## config.mk

```make
export PLATFORM = sky130hd
export DESIGN_NAME = nvm_wait_guard
export DESIGN_NICKNAME = d
export VERILOG_FILES = /design/src/rtl/nvm_wait_pkg.sv /design/src/rtl/nvm_wait_cfg.sv /design/src/rtl/nvm_wait_seq.sv /design/src/rtl/nvm_wait_guard.sv
export SDC_FILE = /design/constraint.sdc
export NUM_CORES = 1
export LEC_CHECK = 0
export ABC_AREA = 1
export ABC_CLOCK_PERIOD_IN_PS = 2850
export BUFFER_PORTS_ARGS = -buffer_cell sky130_fd_sc_hd__buf_2
export CAP_MARGIN = 10
export CORE_UTILIZATION = 45
export CTS_CLUSTER_DIAMETER = 50
export DETAILED_ROUTE_END_ITERATION = 8
export HOLD_SLACK_MARGIN = 0.08
export PLACE_DENSITY = 0.81
export REMOVE_ABC_BUFFERS = 1
export SETUP_SLACK_MARGIN = 0.02
export SYNTH_ARGS = -nofsm -noshare
export SYNTH_HDL_FRONTEND = slang
export SYNTH_SLANG_ARGS = --single-unit
```

## constraint.sdc

```tcl
create_clock -name clk -period 2.85 [get_ports clk]
set_clock_uncertainty 0.1 [all_clocks]
set_input_delay 0.1425 -clock clk [delete_from_list [all_inputs] [get_ports clk]]
set_output_delay 0.1425 -clock clk [all_outputs]
set_load 0.01 [all_outputs]
```

## src/rtl/nvm_wait_pkg.sv

```systemverilog
package nvm_wait_pkg;
   typedef enum logic {
      ACC_IDLE = 1'b0,
      ACC_WAIT = 1'b1
   } acc_state_e;
endpackage

```

## src/rtl/nvm_wait_cfg.sv

```systemverilog
module nvm_wait_cfg #(
   parameter int WAIT_W     = 4,
   parameter int AUTO_WAITS = 0,
   parameter bit NMI_LEVEL  = 1'b0
) (
   input  logic              clk,
   input  logic              rst_n,
   input  logic [WAIT_W-1:0] wait_val_i,
   input  logic              wait_load_i,
   input  logic              auto_i,
   input  logic              viol_i,
   input  logic              flag_clr_i,
   input  logic              irq_en_i,
   output logic [WAIT_W-1:0] wait_eff_o,
   output logic              err_o,
   output logic              nmi_o
);
   localparam logic [WAIT_W-1:0] MAX_WAIT  = {WAIT_W{1'b1}};
   localparam logic [WAIT_W-1:0] AUTO_VAL  = WAIT_W'(AUTO_WAITS);

   logic              err_q;
   logic [WAIT_W-1:0] wait_q;

   always_ff @(posedge clk or negedge rst_n) begin
      if (!rst_n) begin
         err_q <= 1'b0;
      end else if (viol_i) begin
         err_q <= 1'b1;
      end else if (flag_clr_i) begin
         err_q <= 1'b0;
      end
   end

   always_ff @(posedge clk or negedge rst_n) begin
      if (!rst_n) begin
         wait_q <= '0;
      end else if (viol_i) begin
         wait_q <= MAX_WAIT;
      end else if (wait_load_i && !err_q) begin
         wait_q <= wait_val_i;
      end
   end

   always_comb begin
      if (err_q)       wait_eff_o = MAX_WAIT;
      else if (auto_i) wait_eff_o = AUTO_VAL;
      else             wait_eff_o = wait_q;
   end

   assign err_o = err_q;

   generate
      if (NMI_LEVEL) begin : g_nmi_level
         assign nmi_o = err_q & irq_en_i;
      end else begin : g_nmi_pulse
         logic nmi_q;
         always_ff @(posedge clk or negedge rst_n) begin
            if (!rst_n) nmi_q <= 1'b0;
            else        nmi_q <= viol_i & irq_en_i;
         end
         assign nmi_o = nmi_q;

         assert_nmi_pulse_R7: assert property (@(posedge clk) disable iff (!rst_n)
            (viol_i && irq_en_i) |=> nmi_o);
         assert_nmi_masked_R7: assert property (@(posedge clk) disable iff (!rst_n)
            !irq_en_i |=> !nmi_o);
      end
   endgenerate

   assert_err_sets_R3: assert property (@(posedge clk) disable iff (!rst_n)
      viol_i |=> (err_o && wait_eff_o == MAX_WAIT));
   assert_load_frozen_R4: assert property (@(posedge clk) disable iff (!rst_n)
      err_q |=> $stable(wait_q));
   assert_clear_wins_R6: assert property (@(posedge clk) disable iff (!rst_n)
      (flag_clr_i && !viol_i) |=> !err_o);
endmodule

```

## src/rtl/nvm_wait_seq.sv

```systemverilog
module nvm_wait_seq
   import nvm_wait_pkg::*;
#(
   parameter int WAIT_W = 4
) (
   input  logic              clk,
   input  logic              rst_n,
   input  logic              req_i,
   input  logic              wr_i,
   input  logic              wprot_i,
   input  logic [WAIT_W-1:0] wait_eff_i,
   input  logic              blk_i,
   output logic              ready_o,
   output logic              mem_we_o
);
   localparam int EW = WAIT_W + 1;

   acc_state_e        st_q;
   logic [WAIT_W-1:0] cnt_q;
   logic              wr_q, wp_q;

   always_ff @(posedge clk or negedge rst_n) begin
      if (!rst_n) begin
         st_q     <= ACC_IDLE;
         cnt_q    <= '0;
         wr_q     <= 1'b0;
         wp_q     <= 1'b0;
         ready_o  <= 1'b0;
         mem_we_o <= 1'b0;
      end else begin
         ready_o  <= 1'b0;
         mem_we_o <= 1'b0;
         case (st_q)
            ACC_IDLE: if (req_i) begin
               st_q  <= ACC_WAIT;
               cnt_q <= wait_eff_i;
               wr_q  <= wr_i;
               wp_q  <= wprot_i;
            end
            ACC_WAIT: if (cnt_q == '0) begin
               st_q     <= ACC_IDLE;
               ready_o  <= 1'b1;
               mem_we_o <= wr_q & ~wp_q & ~blk_i;
            end else begin
               cnt_q <= cnt_q - 1'b1;
            end
            default: st_q <= ACC_IDLE;
         endcase
      end
   end

   // independent latency tracker for the N+1 check
   logic [EW-1:0]     el_q;
   logic [WAIT_W-1:0] n_q;
   always_ff @(posedge clk or negedge rst_n) begin
      if (!rst_n) begin
         el_q <= '0;
         n_q  <= '0;
      end else if (st_q == ACC_IDLE && req_i) begin
         el_q <= EW'(1);
         n_q  <= wait_eff_i;
      end else if (st_q == ACC_WAIT) begin
         el_q <= el_q + 1'b1;
      end
   end

   assert_ready_latency_R1: assert property (@(posedge clk) disable iff (!rst_n)
      ready_o |-> ($past(el_q) == {1'b0, $past(n_q)} + 1'b1));
   assert_wprot_blocks_R9: assert property (@(posedge clk) disable iff (!rst_n)
      (st_q == ACC_IDLE && req_i && wprot_i) |=> (!mem_we_o && wp_q));
   assert_we_with_ready_R5: assert property (@(posedge clk) disable iff (!rst_n)
      mem_we_o |-> ready_o);
endmodule

```

## src/rtl/nvm_wait_guard.sv

```systemverilog
module nvm_wait_guard #(
   parameter int WAIT_W     = 4,
   parameter int AUTO_WAITS = 0,
   parameter bit NMI_LEVEL  = 1'b0
) (
   input  logic              clk,
   input  logic              rst_n,
   input  logic              req_i,
   input  logic              wr_i,
   input  logic [WAIT_W-1:0] wait_val_i,
   input  logic              wait_load_i,
   input  logic              auto_i,
   input  logic              wprot_i,
   input  logic              viol_i,
   input  logic              flag_clr_i,
   input  logic              irq_en_i,
   output logic              ready_o,
   output logic              mem_we_o,
   output logic [WAIT_W-1:0] wait_eff_o,
   output logic              err_o,
   output logic              nmi_o
);
   localparam int MAX_N = (1 << WAIT_W) - 1;

   generate
      if (WAIT_W < 1 || WAIT_W > 8) begin : g_bad_width
         $error("nvm_wait_guard: WAIT_W must lie in 1..8");
      end
      if (AUTO_WAITS < 0 || AUTO_WAITS > MAX_N) begin : g_bad_auto
         $error("nvm_wait_guard: AUTO_WAITS exceeds the wait range");
      end
   endgenerate

   logic              err_w;
   logic [WAIT_W-1:0] weff_w;

   nvm_wait_cfg #(
      .WAIT_W    (WAIT_W),
      .AUTO_WAITS(AUTO_WAITS),
      .NMI_LEVEL (NMI_LEVEL)
   ) u_cfg (
      .clk        (clk),
      .rst_n      (rst_n),
      .wait_val_i (wait_val_i),
      .wait_load_i(wait_load_i),
      .auto_i     (auto_i),
      .viol_i     (viol_i),
      .flag_clr_i (flag_clr_i),
      .irq_en_i   (irq_en_i),
      .wait_eff_o (weff_w),
      .err_o      (err_w),
      .nmi_o      (nmi_o)
   );

   nvm_wait_seq #(
      .WAIT_W(WAIT_W)
   ) u_seq (
      .clk       (clk),
      .rst_n     (rst_n),
      .req_i     (req_i),
      .wr_i      (wr_i),
      .wprot_i   (wprot_i),
      .wait_eff_i(weff_w),
      .blk_i     (err_w | viol_i),
      .ready_o   (ready_o),
      .mem_we_o  (mem_we_o)
   );

   assign wait_eff_o = weff_w;
   assign err_o      = err_w;

   assert_no_write_in_error_R5: assert property (@(posedge clk) disable iff (!rst_n)
      mem_we_o |-> !$past(err_w));
   assert_single_ready_R12: assert property (@(posedge clk) disable iff (!rst_n)
      ready_o |=> !ready_o);
endmodule

```

; Yosys cells after proc, flatten, opt, wreduce, memory -nomap -nowiden
; Index checks and enable logic that the tools add are counted.
[classes]
n_mux = 16
reduce_logical = 7
eq_ne = 2
n_addsub = 1
n_bitwise = 7
[op_table]
columns = op, n
row1 = 4-bit two-way mux, 6
row2 = 1-bit two-way mux, 8
row3 = 4-bit one-hot mux with 2 select lines, 1
row4 = 4-bit zero test, 1
row5 = 2-bit inequality test (second input constant), 2
row6 = 2-bit AND reduction, 2
row7 = 2-bit nonzero test, 2
row8 = 4-bit by 1-bit subtractor with 4-bit output (second input constant), 1
row9 = 1-bit bitwise AND, 3
row10 = 1-bit NOT, 3
row11 = 1-bit one-hot mux with 2 select lines, 1
row12 = 1-bit logical AND, 1
row13 = 1-bit zero test, 1
row14 = 1-bit bitwise OR, 1
[word_totals]
ff_bits = 15
output_inout_bits = 8
word_cells = 42

; Longest topological paths before layout
; Gate-level depths: netlist of the first run.
[depth]
depth_word = 5
depth_mapped = 9
mapped_depth_nobuf = 9

; Modules after synthesis
; Synthesis of the first run repeated with hierarchy kept, for this count alone.
[unflattened]
hier_cells = 95
area_unflattened_um2 = 769.5
[modules_own_cells]
columns = module, cells_each, area_each_um2, instances
row1 = nvm_wait_seq, 56, 470.5, 1
row2 = nvm_wait_cfg, 36, 287.8, 1
row3 = nvm_wait_guard, 3, 11.3, 1

; Worst setup path after synthesis of the first run
; Ideal clock, no wire load.
[synth_timing]
path_kind = reg-to-reg
start = register u_seq.cnt_q[0]
end = register u_seq.cnt_q[1]
setup_time_ns = 0.065
arrival_ns = 1.023
period_less_slack_ns = 1.188
path_stages_with_launch = 7
path_slack_ns = 1.662
path_buffers = 0
path_cell_list = dfrtp_1 > inv_1 > ha_1 > or2_0 > nand2_1 > nand2_1 > nand2_1
[synth_between]
elab_chain_len = 3
elab_cells_between_ends = 6
classes_between = add/sub: 1 / eq/ne: 1 / mux: 2 / reduce/logical: 2
[synth_rtl]
columns = item, line_no
row1 = from (decl), nvm_wait_seq.sv:19  ; logic [WAIT_W-1:0] cnt_q;
row2 = from (signal assigned), nvm_wait_seq.sv:36  ; cnt_q <= wait_eff_i;
row3 = from (signal assigned), nvm_wait_seq.sv:45  ; cnt_q <= cnt_q - 1'b1;
row4 = 4-bit by 1-bit subtractor with 4-bit output / 4-bit zero test (equally long branches), "nvm_wait_seq.sv:45, nvm_wait_seq.sv:40"
row5 = 4-bit two-way mux / 2-bit inequality test (equally long branches), -
row6 = 4-bit one-hot mux with 2 select lines / 2-bit AND reduction (equally long branches), -
; Parallel ways exist; a longest one is shown, timed or not. The select of a mux whose other input is x is not followed.
; A chain may end at the register's enable or synchronous reset.

; Worst setup path in the final report of the first run
[layout_timing]
start = input viol_i
end = register u_cfg.err_q, in the netlist u_cfg.err_o
[layout_between]
elab_chain_len = 1
elab_cells_between_ends = 2
classes_between = mux: 1 / reduce/logical: 1
[layout_rtl]
columns = item, line_no
row1 = from (decl), nvm_wait_guard.sv:14  ; input logic viol_i,
row2 = 1-bit two-way mux / 2-bit nonzero test (equally long branches), -
row3 = to (signal assigned), nvm_wait_cfg.sv:26  ; err_q <= 1'b0;
row4 = to (signal assigned), nvm_wait_cfg.sv:28  ; err_q <= 1'b1;
row5 = to (signal assigned), nvm_wait_cfg.sv:30  ; err_q <= 1'b0;
row6 = to (decl), nvm_wait_cfg.sv:21  ; logic err_q;
; Parallel ways exist; a longest one is shown, timed or not.

==> reports/metrics.cfg, run 1 <==
[timing]
finalCriticalPeriod_ns=1.517
setup_viol=0
slew_headroom=0.7753
setup_tns_ns=0
finalCritPeriodShare=0.5324
drv_slew=0
hold-worst-slack_ns=0.1770
rsz0062_at_grt=no
fmax_mhz=659.0
hold_viol_final=0
postLayoutSetupSlackWorst_ns=1.333
tightest_slew_ns=0.3370

[setup_path]
path_cells=dlygate4sd3_1 > buf_2 > inv_1 > o21ai_0 > dlygate4sd3_1
crit_fanout=5
crit_path_end_kind=flip-flop
cpMostUsedCell=dlygate4sd3_1
reg2reg_setup_slack_ns=1.39
crit_arrival_ns=1.60
crit_type=in2reg
cpLargestDelayFamily=buffers and inverters
critPathRequiredTime_ns=2.94
critPathLaunchType=primary input
path_buf_inv=4
cp_slowest_stage_delay_ns=0.56
crit_slowest_cell=dlygate4sd3_1

[floorplanning]
boundaryPins=22
die_h_um=42.68
die_x_um=42.68
start_util=0.4885
coreArea_um2=1524
rows=14
die_area_um2=1821

[pwr]
powerDensity_nw_per_um2=737.4
irDropWorstVdd_mv=0.4661
p_leak_nw=0.5643
p_total_mw=0.7575

[cts]
clockRootBuffer=clkbuf_4
numCtsBuffers=3
clk_pin_slew_worst_paths_ns=0.10
clock_path_buffers=2
htreeDepth=1
cts_sinks=15
ctsResizeCount=0
tritoncts=done
worstSkewPairLatency_ns=0.30

[final_layout]
utilization=0.6741
layout.nets=148
layout_commonest_cell=nand2_1
nFillCells=105
fin_cells=147
final_area_um2=1027
synthToLayoutAreaGrowth_pct=37.98
drive_above_1_share=0.2519
antenna_cells=0
final_cell_mix=nand2_1 (33), buf_2 (21), dfrtp_1 (15), dlygate4sd3_1 (13), inv_1 (11)

[detailed_routing]
routed_wl_um=2121
drtAntennaViolNets=0
first_pass_iters=4
vias=782
avgRoutedWirePerCell_um=14.43
viasPerCell=5.320
drtIter0Drc=29
drc=0

[place]
dpl_cell_area_um2=869.6
dp.cells=130
dp_slack_ns=1.554
port_buffers=21
gp_congestion=0.7419
dp_hpwl_um=1197

[grt]
grt_pass1_wl_um=3643
grt_max_degree=16
antenna_found_initial=0
track_usage=0.2723
gr-total-overflow=0
grt_pass1_vias=781

[yosys]
synthCells=93
synth_cell_types=15
syn_avg_cell_area_um2=8.005
ys_ff_latch=15
yosysWarnings=0
syn_area_um2=744.5
seq_area_frac_synth=0.5042

[worst_hold_path]
hold_class=in2async

[run]
max_cap_violations=0

[outcome]
status=complete, no violations

[flip-flops by register name, indices dropped and copies added (netlist names)]
signal and count:
u_seq.st_q 1, u_seq.cnt_q 4, u_cfg.wait_q 4, u_seq.wr_q 1, u_cfg.nmi_o 1, u_seq.ready_o 1, u_seq.mem_we_o 1, u_cfg.err_o 1
u_seq.wp_q 1
[synthesized netlist by cell type]
cell type  count  area (um^2)
inv_1         11        41.29
dfrtp_1       15        375.4
o21ai_0        6        30.03
inv_2          5        18.77
nand2_4        2        22.52
o21ai_1        3        15.01
a21oi_1        2        10.01
nand3_1        2        10.01
mux2_1         2        22.52
or2_0          1        6.260
nor4_2         1        12.51
nor2_1         7        26.28
nand2_1       33        123.9
nor3_1         1        5.000
ha_1           2        25.02
[where the power goes]
part	internal [mW]	switching, mW
clock	0.0524	0.0762
sequential	0.273	0.0509
combinational	0.122	0.183
total	0.447	0.310
[repair_timing]
action	CTS	global route
hold endpoints to repair	26	0
buffers inserted	0	0
hold buffers	13	0
[metal layers]
| metal | wire length, um | GRT usage | share of wire | up-vias |
|---|---|---|---|---|
| li1 | - | - | - | 360 |
| met2 | 1087 | 0.4697 | 0.51 | 60 |
| met3 | 205 | 0.03404 | 0.097 | 9 |
| met5 | 0 | 0 | 0 | - |
| met4 | 53 | 0.08750 | 0.025 | 0 |
| met1 | 775 | 0.3531 | 0.37 | 353 |
[final timing paths]
kind,start,end,cells past startpoint
worst max register to register,u_cfg.err_o,u_cfg.err_o,3
worst max-delay path,viol_i,u_cfg.err_o,5
max in group asynchronous,rst_n,u_cfg.wait_q[3],2
min in group clk,auto_i,u_seq.cnt_q[2],6
worst min-delay path,rst_n,u_cfg.nmi_o,2
worst min register to register,u_seq.wp_q,u_seq.mem_we_o,1
[area by class of cell]
class,instances,area (um^2),area share
Sequential cell,15,375.4,0.3654
Tap cell,16,20.02,0.01949
Clock buffer,3,22.52,0.02192
Timing Repair Buffer,34,235.2,0.2290
Clock inverter,1,5.005,0.004872
Inverter,16,60.06,0.05847
Multi-Input combinational cell,62,309.0,0.3009
[logic make-up (layout without fill, tap and decap cells)]
kind of cell,count (synthesis),count (layout),share of synthesized area
flops,15,15,0.5042
mux,2,2,0.03025
fa+ha+maj,2,2,0.03361
compound gates,11,11,0.07395
simple gates,47,47,0.2773
buf+inv,16,54,0.08068
No activity file was read; power rests on OpenSTA's default activity.
==> inputs of run 2 (changes only) <==
ABC_AREA = 0   (was 1)
ABC_CLOCK_PERIOD_IN_PS = 1500   (was 2850)
clock period = 1.5 ns   (was 2.85 ns; I/O delays follow)
==> reports/metrics.cfg, run 2 <==
[outcome]
status=complete, no violations

[timing]
hold_viol_final=0
drv_slew=0
setup_viol=0
finalCriticalPeriod_ns=1.419
slew_headroom=0.7760
setup_tns_ns=0
tightest_slew_ns=0.3360
finalCritPeriodShare=0.9457
rsz0062_at_grt=no
fmax_mhz=705.0
postLayoutSetupSlackWorst_ns=0.08146
hold-worst-slack_ns=0.1089

[setup_path]
path_cells=a21o_1 > dlygate4sd3_1
cp_slowest_stage_delay_ns=0.55
reg2reg_setup_slack_ns=0.08
crit_slowest_cell=dlygate4sd3_1
crit_path_end_kind=flip-flop
crit_type=reg2reg
cpLargestDelayFamily=buffers and inverters
critPathLaunchType=flip-flop
path_buf_inv=1
critPathRequiredTime_ns=1.58
crit_fanout=8
timing.rr.end=u_cfg.err_o
rr_worst_depth=2
r2r-start=u_cfg.err_o
crit_arrival_ns=1.50

[yosys]
synthTopCellsByArea=dfrtp_1 (52%), a211o_1 (6.0%), nor2b_1 (4.3%), a21o_1 (4.1%), ha_1 (3.4%)
synth_top_area_frac=0.5155
ys_ff_latch=15
synth_fa_ha_area_frac=0.03436
synth_cell_types=24
yosysMostFrequentCell=dfrtp_1
synthXorXnorAreaFrac=0.02405
yosys.area_share.simple=0.1649
seq_area_frac_synth=0.5155
synth_top_family_by_area=compound AO/OA/AOI/OAI gates
synth_compound_area_frac=0.1684
synth_mux_area_frac=0.03093
synth_edf_count=0
synth_commonest_cells=dfrtp_1 (15), inv_1 (6), nor2_1 (6)
yosysWarnings=0
synth_ff_type=dfrtp_1
syn_area_um2=728.2
syn_avg_cell_area_um2=11.20
synth_area_leader_cell=dfrtp_1
synth-async-reset-ratio=1.000
synthCells=65

[final_layout]
nFillCells=120
utilization=0.6628
drive_above_1_share=0.2941
antenna_cells=0
fin_cells=118
layout.nets=119
top_regs=u_cfg.wait_q x4, u_seq.cnt_q x4
layout_commonest_cell=buf_2
synthToLayoutAreaGrowth_pct=37.11
final_cell_mix=buf_2 (21), dfrtp_1 (15), dlygate4sd3_1 (13), inv_1 (6), nor2_1 (6)

[pwr]
combinationalPowerShare=0.395
p_seq_frac=0.441
powerDensity_nw_per_um2=1414
p_leak_nw=0.4829
clkPwrFrac=0.164
p_sw_mw=0.4803
switching_share=0.3402
irDropWorstVdd_mv=0.9139
internal-power_mw=0.9315

[place]
gp_congestion=0.8514
dp.cells=101
dp_slack_ns=0.03602
port_buffers=21

[detailed_routing]
drtAntennaViolNets=0
drc=0
drtIter0Drc=22
viasPerCell=5.212
avgRoutedWirePerCell_um=13.91
vias=615
first_pass_iters=4
routed_wl_um=1641

[grt]
met2_usage=0.3323
track_usage=0.2165
met1_usage=0.2661
grt_max_degree=16
grt_pass1_vias=573
grt_use_met3=0.07759
top_usage_layer=met2
grt_pass1_wl_um=2656
gr-total-overflow=0
antenna_found_initial=0

[floorplanning]
start_util=0.4834
die_x_um=42.23
rows=14
die_area_um2=1783
coreArea_um2=1506
die_h_um=42.23
boundaryPins=22

[cts]
numCtsBuffers=3
clock_path_buffers=2
htreeDepth=1
cts_sinks=15
clk_pin_slew_worst_paths_ns=0.09
tritoncts=done
worstSkewPairLatency_ns=0.29
clockRootBuffer=clkbuf_4

[run]
max_cap_violations=0

[worst_hold_path]
hold_class=in2async

==> run 2: area by class of cell <==
cell class,count,area [um^2],area share
Tap cell,16,20.02,0.02005
Inverter,6,22.52,0.02256
Sequential cell,15,375.4,0.3759
Timing Repair Buffer,35,242.7,0.2431
Multi-Input combinational cell,42,311.5,0.3120
Clock buffer,4,26.28,0.02632
==> run 2: how the worst max path moves through the flow <==
stage / startpoint / to / slack [ns] / cells past startpoint
finish: u_cfg.err_o / u_cfg.err_o / 0.08 / 2
global route: u_seq.cnt_q[1] / u_seq.cnt_q[0] / 0.02 / 5
CTS: u_seq.cnt_q[1] / u_seq.cnt_q[0] / 0.06 / 5
detailed placement: u_seq.cnt_q[1] / u_seq.cnt_q[0] / 0.04 / 5
global placement: u_seq.cnt_q[1] / u_seq.cnt_q[0] / 0.08 / 5
floorplan: u_seq.cnt_q[0] / u_seq.cnt_q[0] / 0.09 / 5
==> run 2: routing by layer <==
layer	part of all wire	routed length, um
met1	0.44	720
met2	0.49	810
met3	0.045	74
met4	0.022	36
met5	0	0
==> run 2: cells by family after synthesis <==
family          Yosys count
simple gates             19
compound gates           17
flops                    15
buf+inv                   8
xor+xnor                  2
mux                       2
fa+ha+maj                 2
==> run 2: through the flow <==
stage	instance area (um^2)	power, mW
5_1_grt	998.5	1.523
3_3_place_gp	838.3	1.117
2_1_floorplan	705.7	0.9826
4_1_cts	994.7	1.402
3_5_place_dp	838.3	1.133
6_report	998.5	1.412
==> run 2: power groups by stage <==
stage / Combinational (mW) / Sequential, mW / Clock (mW)
finish: 0.557 / 0.623 / 0.232
global route: 0.626 / 0.637 / 0.260
CTS: 0.539 / 0.621 / 0.241
detailed placement: 0.504 / 0.629 / 0
global placement: 0.500 / 0.617 / 0
floorplan: 0.367 / 0.616 / 0
==> run 2: what timing repair did <==
action	4_1_cts	5_1_grt
cloned	0	0
hold endpoints to repair	26	0
setup endpoints to repair	1	2
hold buffers	13	0
gates resized for setup	1	1
setup buffers	0	0
==> inputs of run 3 (changes only) <==
ABC_CLOCK_PERIOD_IN_PS = 1200   (was 1500)
CORE_UTILIZATION = 43   (was 45)
clock period = 1.2 ns   (was 1.5 ns; I/O delays follow)
==> reports/metrics.cfg, run 3 (synthesized netlist as in run 2, its figures left out) <==
[detailed_routing]
routed_wl_um=2107
drtIter0Drc=10
drtAntennaViolNets=0
first_pass_iters=4
viasPerCell=5.271
drc=0
vias=701
avgRoutedWirePerCell_um=15.84

[pwr]
p_sw_mw=0.8334
irDropWorstVdd_mv=1.406
internal-power_mw=1.466
switching_share=0.3624
clkPwrFrac=0.132
p_leak_nw=0.5813
powerDensity_nw_per_um2=1920
combinationalPowerShare=0.537
p_seq_frac=0.331
p_total_mw=2.300

[floorplanning]
coreArea_um2=1541
start_util=0.4724
die_x_um=43.15
boundaryPins=22
rows=14
die_area_um2=1862
die_h_um=43.15

[setup_path]
crit_type=reg2reg
rr_worst_depth=5
critPathLaunchType=flip-flop
crit_path_end_kind=flip-flop
reg2reg_setup_slack_ns=-0.24
critPathRequiredTime_ns=1.27
crit_path_end=u_seq.cnt_q[0]
startpoint=u_seq.cnt_q[0]
crit_fanout=6
timing.rr.end=u_seq.cnt_q[0]
r2r-start=u_seq.cnt_q[0]
crit_arrival_ns=1.51

[timing]
hold-worst-slack_ns=0.1001
slew_headroom=0.7635
drv_slew=0
postLayoutSetupSlackWorst_ns=-0.2386
fmax_mhz=695.1
hold_viol_final=0
tightest_slew_ns=0.3548
finalCriticalPeriod_ns=1.439
finalCritPeriodShare=1.199
setup_viol=16
rsz0062_at_grt=yes

[final_layout]
layout.nets=134
fin_cells=133
top_regs=u_cfg.wait_q x4, u_seq.cnt_q x4
final_cell_mix=buf_2 (19), buf_4 (14), dfrtp_1 (14), dlygate4sd3_1 (11), buf_6 (6)
utilization=0.7768
synthToLayoutAreaGrowth_pct=64.43
drive_above_1_share=0.5043
antenna_cells=0
layout_commonest_cell=buf_2

[grt]
grt_max_degree=16
gr-total-overflow=0
grt_pass1_wl_um=3284
antenna_found_initial=0
grt_pass1_vias=740
track_usage=0.2478

[cts]
htreeDepth=1
numCtsBuffers=3
clockRootBuffer=clkbuf_4
clock_path_buffers=2
tritoncts=done
worstSkewPairLatency_ns=0.30
clk_pin_slew_worst_paths_ns=0.10
cts_sinks=15

[place]
dp_hpwl_um=1148
dp_slack_ns=-0.2699
port_buffers=21
gp_congestion=0.7820
dp.cells=111

[outcome]
violations=negative setup slack
status=finished with violations

[run]
max_cap_violations=0

[worst_hold_path]
hold_class=in2async

-- run 3: cell types whose count changed in the layout (fill, tap and decap cells not counted), moves of 3 or more --
cell / change
buf_6: +6
buf_4: +13
inv_2: +3
inv_1: -3
-- run 3: metal layers --
metal  up-vias  share of wire  track usage  wire length, um
li1        331              -            -                -
met3         5          0.039      0.05532               82
met5         -              0            0                0
met1       344           0.44       0.3213              928
met4         0          0.019       0.1091               40
met2        21           0.50       0.3940             1056
-- run 3: repair_timing --
action,in CTS,in global routing
setup buffers,3,4
hold endpoints to repair,26,0
setup endpoints to repair,17,17
hold buffers,11,0
gates resized for setup,19,8
pin swaps,4,8
-- run 3: area by class of cell --
type                       instances  area, um^2
clock buffer                       4       26.28
fill                              93       344.1
inverter                           6       22.52
multi-input combinational         42       374.1
sequential                        15       376.6
tap                               16       20.02
timing repair buffer              50       377.9
-- run 3: worst min-delay path by stage --
stage,from,to,slack (ns)
global placement,rst_n,u_cfg.wait_q[1],-0.13
CTS,rst_n,u_cfg.wait_q[2],0.11
detailed placement,rst_n,u_cfg.wait_q[2],-0.12
finish,rst_n,u_cfg.wait_q[2],0.10
global route,rst_n,u_cfg.wait_q[2],0.13
floorplan,rst_n,u_cfg.err_o,-0.34
-- run 3: power by group through the flow --
| stage | Clock (mW) | Combinational [mW] | Sequential, mW |
|---|---|---|---|
| floorplan | 0 | 0.459 | 0.769 |
| global placement | 0 | 0.798 | 0.742 |
| detailed placement | 0 | 0.843 | 0.757 |
| CTS | 0.293 | 0.992 | 0.754 |
| global route | 0.325 | 1.31 | 0.774 |
| finish | 0.303 | 1.24 | 0.760 |
-- run 3: critical path, cell delays in order, from the launching register on --
cell      delay [ns]
dfrtp_1         0.41
inv_2           0.09
ha_4            0.12
and4bb_4        0.27
nor3b_2         0.06
a211o_1         0.28
-- run 3: through the flow --
stage / TNS (ns) / area (um^2)
2_1_floorplan: -0.9602 / 705.7
3_3_place_gp: -0.7257 / 913.4
3_5_place_dp: -1.296 / 913.4
4_1_cts: -0.9568 / 1134
5_1_grt: -2.349 / 1197
6_report: -1.745 / 1197
